File: config.mk
export PLATFORM = sky130hd
export DESIGN_NAME = loop_irq_agg
export DESIGN_NICKNAME = d
export VERILOG_FILES = /design/src/rtl/loop_irq_pkg.sv /design/src/rtl/loop_prio_find.sv /design/src/rtl/loop_chan_bank.sv /design/src/rtl/loop_src_pend.sv /design/src/rtl/loop_irq_agg.sv
export SDC_FILE = /design/constraint.sdc
export NUM_CORES = 1
export LEC_CHECK = 0
export ABC_CLOCK_PERIOD_IN_PS = 4900
export CORE_ASPECT_RATIO = 2
export CORE_MARGIN = 2
export CORE_UTILIZATION = 30
export DETAILED_ROUTE_END_ITERATION = 12
export SETUP_SLACK_MARGIN = 0.05
export SLEW_MARGIN = 15
export SYNTH_ARGS = -nofsm -noshare
export SYNTH_HDL_FRONTEND = slang
export SYNTH_HIERARCHICAL = 1
export SYNTH_SLANG_ARGS = --single-unit
File: constraint.sdc
create_clock -name clk_i -period 4.9 [get_ports clk_i]
set_clock_uncertainty 0.2 [all_clocks]
set_input_delay 0.735 -clock clk_i [delete_from_list [all_inputs] [get_ports clk_i]]
set_output_delay 0.735 -clock clk_i [all_outputs]
set_load 0.01 [all_outputs]
File: src/rtl/loop_irq_pkg.sv
package loop_irq_pkg;
  localparam int unsigned ADDR_GSTAT     = 0;
  localparam int unsigned ADDR_GENA      = 1;
  localparam int unsigned ADDR_PEND_BASE = 2;
endpackage

File: src/rtl/loop_prio_find.sv
module loop_prio_find #(
  parameter int unsigned NUM_CH = 64,
  localparam int unsigned CW = $clog2(NUM_CH)
) (
  input  logic [NUM_CH-1:0] req_i,
  output logic              any_o,
  output logic [CW-1:0]     idx_o
);
  always_comb begin
    idx_o = '0;
    for (int i = 0; i < NUM_CH; i++) begin
      if (req_i[i]) idx_o = CW'(i);
    end
  end
  assign any_o = |req_i;
endmodule

File: src/rtl/loop_chan_bank.sv
module loop_chan_bank #(
  parameter int unsigned NUM_CH = 64,
  parameter int unsigned DW     = 32,
  localparam int unsigned NW = NUM_CH / DW,
  localparam int unsigned CW = $clog2(NUM_CH)
) (
  input  logic              clk_i,
  input  logic              rst_ni,
  input  logic [NUM_CH-1:0] loop_evt_i,
  input  logic [NW-1:0]     pend_wr_i,
  input  logic [NW-1:0]     ena_wr_i,
  input  logic [DW-1:0]     wdata_i,
  input  logic              clr_en_i,
  input  logic [CW-1:0]     clr_idx_i,
  output logic [NUM_CH-1:0] pend_o,
  output logic [NUM_CH-1:0] ena_o
);
  logic [NUM_CH-1:0] pend_q, ena_q, set_v, clr_v;

  assign set_v = loop_evt_i & ena_q;
  assign clr_v = clr_en_i ? (NUM_CH'(1) << clr_idx_i) : '0;

  for (genvar w = 0; w < NW; w++) begin : g_word
    logic [DW-1:0] base_d;
    assign base_d = pend_wr_i[w] ? wdata_i : pend_q[w*DW +: DW];

    always_ff @(posedge clk_i or negedge rst_ni) begin
      if (!rst_ni) begin
        pend_q[w*DW +: DW] <= '0;
        ena_q[w*DW +: DW]  <= '0;
      end else begin
        // set wins over both write-load and indexed clear
        pend_q[w*DW +: DW] <= (base_d & ~clr_v[w*DW +: DW]) | set_v[w*DW +: DW];
        if (ena_wr_i[w]) ena_q[w*DW +: DW] <= wdata_i;
      end
    end
  end

  assign pend_o = pend_q;
  assign ena_o  = ena_q;

  p_chan_set_r2: assert property (@(posedge clk_i) disable iff (!rst_ni)
    1'b1 |=> ((pend_q & $past(set_v)) == $past(set_v)));

  p_no_spurious_r2: assert property (@(posedge clk_i) disable iff (!rst_ni)
    !(|pend_wr_i) |=> ((pend_q & ~$past(pend_q) & ~$past(set_v)) == '0));

  p_clr_one_r6: assert property (@(posedge clk_i) disable iff (!rst_ni)
    (clr_en_i && !(|pend_wr_i) && !loop_evt_i[clr_idx_i]) |=> !pend_q[$past(clr_idx_i)]);

  p_set_wins_r8: assert property (@(posedge clk_i) disable iff (!rst_ni)
    (clr_en_i && set_v[clr_idx_i]) |=> pend_q[$past(clr_idx_i)]);
endmodule

File: src/rtl/loop_src_pend.sv
module loop_src_pend #(
  parameter int unsigned NUM_SRC = 4
) (
  input  logic               clk_i,
  input  logic               rst_ni,
  input  logic [NUM_SRC-1:0] src_evt_i,
  input  logic               w1c_en_i,
  input  logic               ena_wr_i,
  input  logic [NUM_SRC-1:0] wfield_i,
  output logic [NUM_SRC-1:0] pend_o,
  output logic [NUM_SRC-1:0] ena_o
);
  logic [NUM_SRC-1:0] pend_q, ena_q, clr_v;

  assign clr_v = w1c_en_i ? wfield_i : '0;

  always_ff @(posedge clk_i or negedge rst_ni) begin
    if (!rst_ni) begin
      pend_q <= '0;
      ena_q  <= '0;
    end else begin
      pend_q <= (pend_q & ~clr_v) | src_evt_i;
      if (ena_wr_i) ena_q <= wfield_i;
    end
  end

  assign pend_o = pend_q;
  assign ena_o  = ena_q;

  p_src_set_r7: assert property (@(posedge clk_i) disable iff (!rst_ni)
    1'b1 |=> ((pend_q & $past(src_evt_i)) == $past(src_evt_i)));

  p_w1c_r7: assert property (@(posedge clk_i) disable iff (!rst_ni)
    (w1c_en_i && (src_evt_i == '0)) |=> ((pend_q & $past(wfield_i)) == '0));

  p_keep_r7: assert property (@(posedge clk_i) disable iff (!rst_ni)
    !w1c_en_i |=> ((pend_q & $past(pend_q)) == $past(pend_q)));
endmodule

File: src/rtl/loop_irq_agg.sv
module loop_irq_agg
  import loop_irq_pkg::*;
#(
  parameter int unsigned NUM_CH  = 64,
  parameter int unsigned DW      = 32,
  parameter int unsigned NUM_SRC = 4,
  parameter int unsigned SRC_LSB = 9,
  localparam int unsigned NW = NUM_CH / DW,
  localparam int unsigned CW = $clog2(NUM_CH),
  localparam int unsigned AW = $clog2(ADDR_PEND_BASE + 2 * NW)
) (
  input  logic               clk_i,
  input  logic               rst_ni,
  input  logic [NUM_CH-1:0]  loop_evt_i,
  input  logic [NUM_SRC-1:0] src_evt_i,
  input  logic [AW-1:0]      addr_i,
  input  logic               wr_en_i,
  input  logic [DW-1:0]      wdata_i,
  output logic [DW-1:0]      rdata_o,
  output logic               irq_o
);
  logic              gstat_wr, gena_wr;
  logic [NW-1:0]     pend_wr, ena_wr;
  logic [NUM_CH-1:0] ch_pend, ch_ena;
  logic [NUM_SRC-1:0] src_pend, src_ena;
  logic              ch_any;
  logic [CW-1:0]     ch_idx;
  logic [DW-1:0]     gstat;

  assign gstat_wr = wr_en_i && (addr_i == AW'(ADDR_GSTAT));
  assign gena_wr  = wr_en_i && (addr_i == AW'(ADDR_GENA));

  for (genvar w = 0; w < NW; w++) begin : g_dec
    assign pend_wr[w] = wr_en_i && (addr_i == AW'(ADDR_PEND_BASE + w));
    assign ena_wr[w]  = wr_en_i && (addr_i == AW'(ADDR_PEND_BASE + NW + w));
  end

  loop_chan_bank #(.NUM_CH(NUM_CH), .DW(DW)) u_bank (
    .clk_i, .rst_ni,
    .loop_evt_i,
    .pend_wr_i (pend_wr),
    .ena_wr_i  (ena_wr),
    .wdata_i,
    .clr_en_i  (gstat_wr && wdata_i[CW]),
    .clr_idx_i (wdata_i[CW-1:0]),
    .pend_o    (ch_pend),
    .ena_o     (ch_ena)
  );

  loop_src_pend #(.NUM_SRC(NUM_SRC)) u_src (
    .clk_i, .rst_ni,
    .src_evt_i,
    .w1c_en_i (gstat_wr),
    .ena_wr_i (gena_wr),
    .wfield_i (wdata_i[SRC_LSB +: NUM_SRC]),
    .pend_o   (src_pend),
    .ena_o    (src_ena)
  );

  loop_prio_find #(.NUM_CH(NUM_CH)) u_prio (
    .req_i (ch_pend),
    .any_o (ch_any),
    .idx_o (ch_idx)
  );

  always_comb begin
    gstat = '0;
    gstat[SRC_LSB +: NUM_SRC] = src_pend;
    gstat[CW] = ch_any;
    gstat[CW-1:0] = ch_any ? ch_idx : '0;
  end

  always_comb begin
    rdata_o = '0;
    if (addr_i == AW'(ADDR_GSTAT)) rdata_o = gstat;
    if (addr_i == AW'(ADDR_GENA))  rdata_o[SRC_LSB +: NUM_SRC] = src_ena;
    for (int w = 0; w < NW; w++) begin
      if (addr_i == AW'(ADDR_PEND_BASE + w))      rdata_o = ch_pend[w*DW +: DW];
      if (addr_i == AW'(ADDR_PEND_BASE + NW + w)) rdata_o = ch_ena[w*DW +: DW];
    end
  end

  assign irq_o = (|(src_pend & src_ena)) | (ch_any & (|ch_ena));

  p_idx_top_r5: assert property (@(posedge clk_i) disable iff (!rst_ni)
    ch_any |-> (ch_pend[ch_idx] && ((ch_pend >> ch_idx) == NUM_CH'(1))));

  p_irq_src_r9: assert property (@(posedge clk_i) disable iff (!rst_ni)
    irq_o |-> ((|(src_pend & src_ena)) || ((ch_pend != '0) && (ch_ena != '0))));
endmodule

==> results of run 1 <==
## power by group
part / total [mW] / internal, mW / switching, mW
sequential: 1.58 / 1.31 / 0.276
clock: 1.26 / 0.769 / 0.489
combinational: 0.745 / 0.406 / 0.339
total: 3.59 / 2.48 / 1.10
## Yosys cell counts (9+ instances only)
library cell | count | area, um^2
nor3_1 | 11 | 55.1
mux2_2 | 60 | 676
nand2_1 | 45 | 169
nor4_1 | 28 | 175
a21oi_1 | 54 | 270
mux2i_1 | 119 | 1190
dfrtp_1 | 136 | 3400
o21ai_0 | 32 | 160
o22ai_1 | 23 | 144
a21o_1 | 49 | 368
o221ai_1 | 9 | 78.8
nor2_1 | 55 | 206
buf_4 | 9 | 67.6
buf_2 | 18 | 90.1
inv_1 | 13 | 48.8
## critical path, delay by kind of cell, from the launching register on
kind | cells | cell delay [ns]
and+or+nand+nor | 6 | 1.56
AOI/OAI and AO/OA | 3 | 0.54
buffers and inverters | 1 | 0.49
DFF | 1 | 0.46
## stage by stage
step | instances | power [mW] | hold WS (ns)
detailed placement | 1277 | 2.34 | 0.295
global route | 1308 | 3.73 | 0.301
floorplan | 802 | 1.91 | 0.239
global placement | 1277 | 2.32 | 0.295
CTS | 1308 | 3.60 | 0.254
finish | 1308 | 3.59 | 0.180
## area by class of cell
| type | instances | area, um^2 |
|---|---|---|
| repair buffers | 164 | 1600 |
| flip-flops and latches | 136 | 3400 |
| inverters | 13 | 48.8 |
| fillers | 2758 | 16800 |
| well taps | 352 | 440 |
| clock inverters | 8 | 97.6 |
| multi-input cells | 612 | 4620 |
| clock buffers | 23 | 468 |
## flip-flops by register name (all words and copies together), names as in the netlist
register       cells
u_bank/ena_o      64
u_bank/pend_o     64
u_src/ena_o        4
u_src/pend_o       4
## final timing paths
path                                   start           endpoint  slack (ns)  depth (start not counted)
max                        u_bank/pend_o[58]         rdata_o[4]        0.48                         10
min                                   rst_ni   u_bank/ena_o[17]        0.18                          1
max reg2reg                u_bank/pend_o[39]  u_bank/pend_o[39]        3.69                          4
min reg2reg                  u_src/pend_o[3]    u_src/pend_o[3]        0.31                          1
max in group asynchronous             rst_ni   u_bank/ena_o[42]        3.34                          2
min in group clk_i           u_src/pend_o[3]    u_src/pend_o[3]        0.31                          1
## metal layers
metal	routed length [um]	vias up
met5	0	-
met4	2250	0
met3	1580	101
met1	11000	3672
li1	-	3313
met2	17700	281
## cell families (layout without fill, tap and decap cells)
kind of cell / after synthesis / after routing / synth area share (%)
AND/OR/NAND/NOR: 218 / 218 / 15.6
AO/OA/AOI/OAI: 207 / 207 / 16.2
multiplexers: 187 / 187 / 23.5
flip-flops: 136 / 136 / 40.8
buffers and inverters: 54 / 208 / 3.93
==> impl_metrics.yaml, run 1 <==
min_path:
  worst_hold_path_type: "in2async"
global_route:
  globalRoute.totalOverflow: 0
  globalRouteMet3Util_pct: 3.98
  antenna_violations_before_repair: 0
  met2_usage_pct: 41.6
  grt_pass1_vias: 7723
  grt_pass1_wl_um: 47800
  grt_util_all_layers_pct: 22.5
  globalRoute.busiestLayer: "met2"
  grt_max_degree: 105
  use_met1_pct: 22.2
pwr:
  cellLeakagePower_nw: 3.95
  vdd_drop_max_uv: 220
  power_density_mw_per_mm2: 336
clock_tree:
  cts_post_setup_buffers_inserted: 0
  ctsResizeCount: 0
  clockRootBuffer: "clkbuf_16"
  clock_insertion_delay_worst_skew_ns: 0.44
  cts_tree: "done"
  cts.sink_count: 136
  htreeDepth: 4
  max-clock-path-buffers: 2
  clk_pin_slew_ns: 0.06
  hold_buffer_count_at_cts: 0
  cts_buffers: 17
setup_path:
  critical-path-max-stage-delay_ns: 0.56
  criticalPathCategory: "reg2out"
  worstPathCellList: "nor4_2 -> nand3_2 -> nor2_2 -> nand2_2 -> or4_1 -> nor4b_4 -> a22o_2 -> o22ai_2 -> a221oi_2 -> clkdlybuf4s50_1"
  end_kind: "output port"
  critPathArrivalTime_ns: 3.49
  worstSetupStartpointType: "flip-flop"
  critical_path_required_ns: 3.96
  crit_slowest_cell: "or4_1"
  cp_max_fo: 8
detailed_routing:
  drtPass1Iterations: 5
  detail_route.wl_per_cell_um: 24.9
  post-route-drc-count: 0
  route.vias.total: 7367
  detail_route.iter0.violations: 552
  wirelength_um: 32500
  detail-route-antenna-nets: 0
  post_drt_via_cell_ratio: 5.63
layout:
  stdcell_area_mm2: 0.0107
  layout-drive-gt1-share_pct: 16.0
  postLayoutCoreUtil_pct: 38.9
  fin_nets: 1050
  area_delta_synth_final_pct: 28.1
  mostFrequentLayoutCells: "clkdlybuf4s50_1, dfrtp_1, mux2i_1"
  antenna_cells: 0
synthesis:
  synth_cell_types: 68
  synthesis.area_mm2: 0.00834
  synth.avg_cell_area_um2: 10.4
  seq_area_frac_synth_pct: 40.8
  synthesis.instances: 802
  synth-async-reset-ratio_pct: 100
  synth_seq_cells: 136
  synth-edff-count: 0
  yosysWarningCount: 6
  postSynthNetCount: 908
  synth_ff_type: "dfrtp_1"
timing:
  period_share_pct: 90.3
  timing.fmax_mhz: 226
  layout_setup_ws_ns: 0.475
  final-hold-violation-count: 0
  post-route-min-period_ns: 4.42
  rsz_0062_raised_after_global_routing: "no"
  worst_slew_pin_slew_ns: 1.11
  setup-tns-final_ns: 0
  timing.max_slew.rel_slack_pct: 26.1
  final_max_slew_viol_count: 0
  report.final.setup_viol: 0
die:
  std_cell_rows: 86
  design.die.area_mm2: 0.0292
  die_w_um: 122
  io-pin-count: 139
  initial_util_pct: 30.4
  dieHeight_um: 240
  core_region_area_mm2: 0.0274
place:
  placedInstanceArea_mm2: 0.0101
  pre_cts_slack_ns: 0.867
  detailed_place_hpwl_um: 24800
  gp_routability_congestion: 0.961
  place.port_buffers: 138
outcome:
  run_status: "completed"
flow_run:
  number_of_maximum_capacitance_constraint_violations: 0
(Power assumes the default switching activity.)
==> run 2: changes to the inputs <==
--- a/config.mk
+++ b/config.mk
@@ -11,6 +11,7 @@
 export CORE_UTILIZATION = 30
 export DETAILED_ROUTE_END_ITERATION = 12
 export SETUP_SLACK_MARGIN = 0.05
+export SKIP_LAST_GASP = 1
 export SLEW_MARGIN = 15
 export SYNTH_ARGS = -nofsm -noshare
 export SYNTH_HDL_FRONTEND = slang
==> results of run 2 <==
Final layout, timing and power as in run 1 (identical DEF).
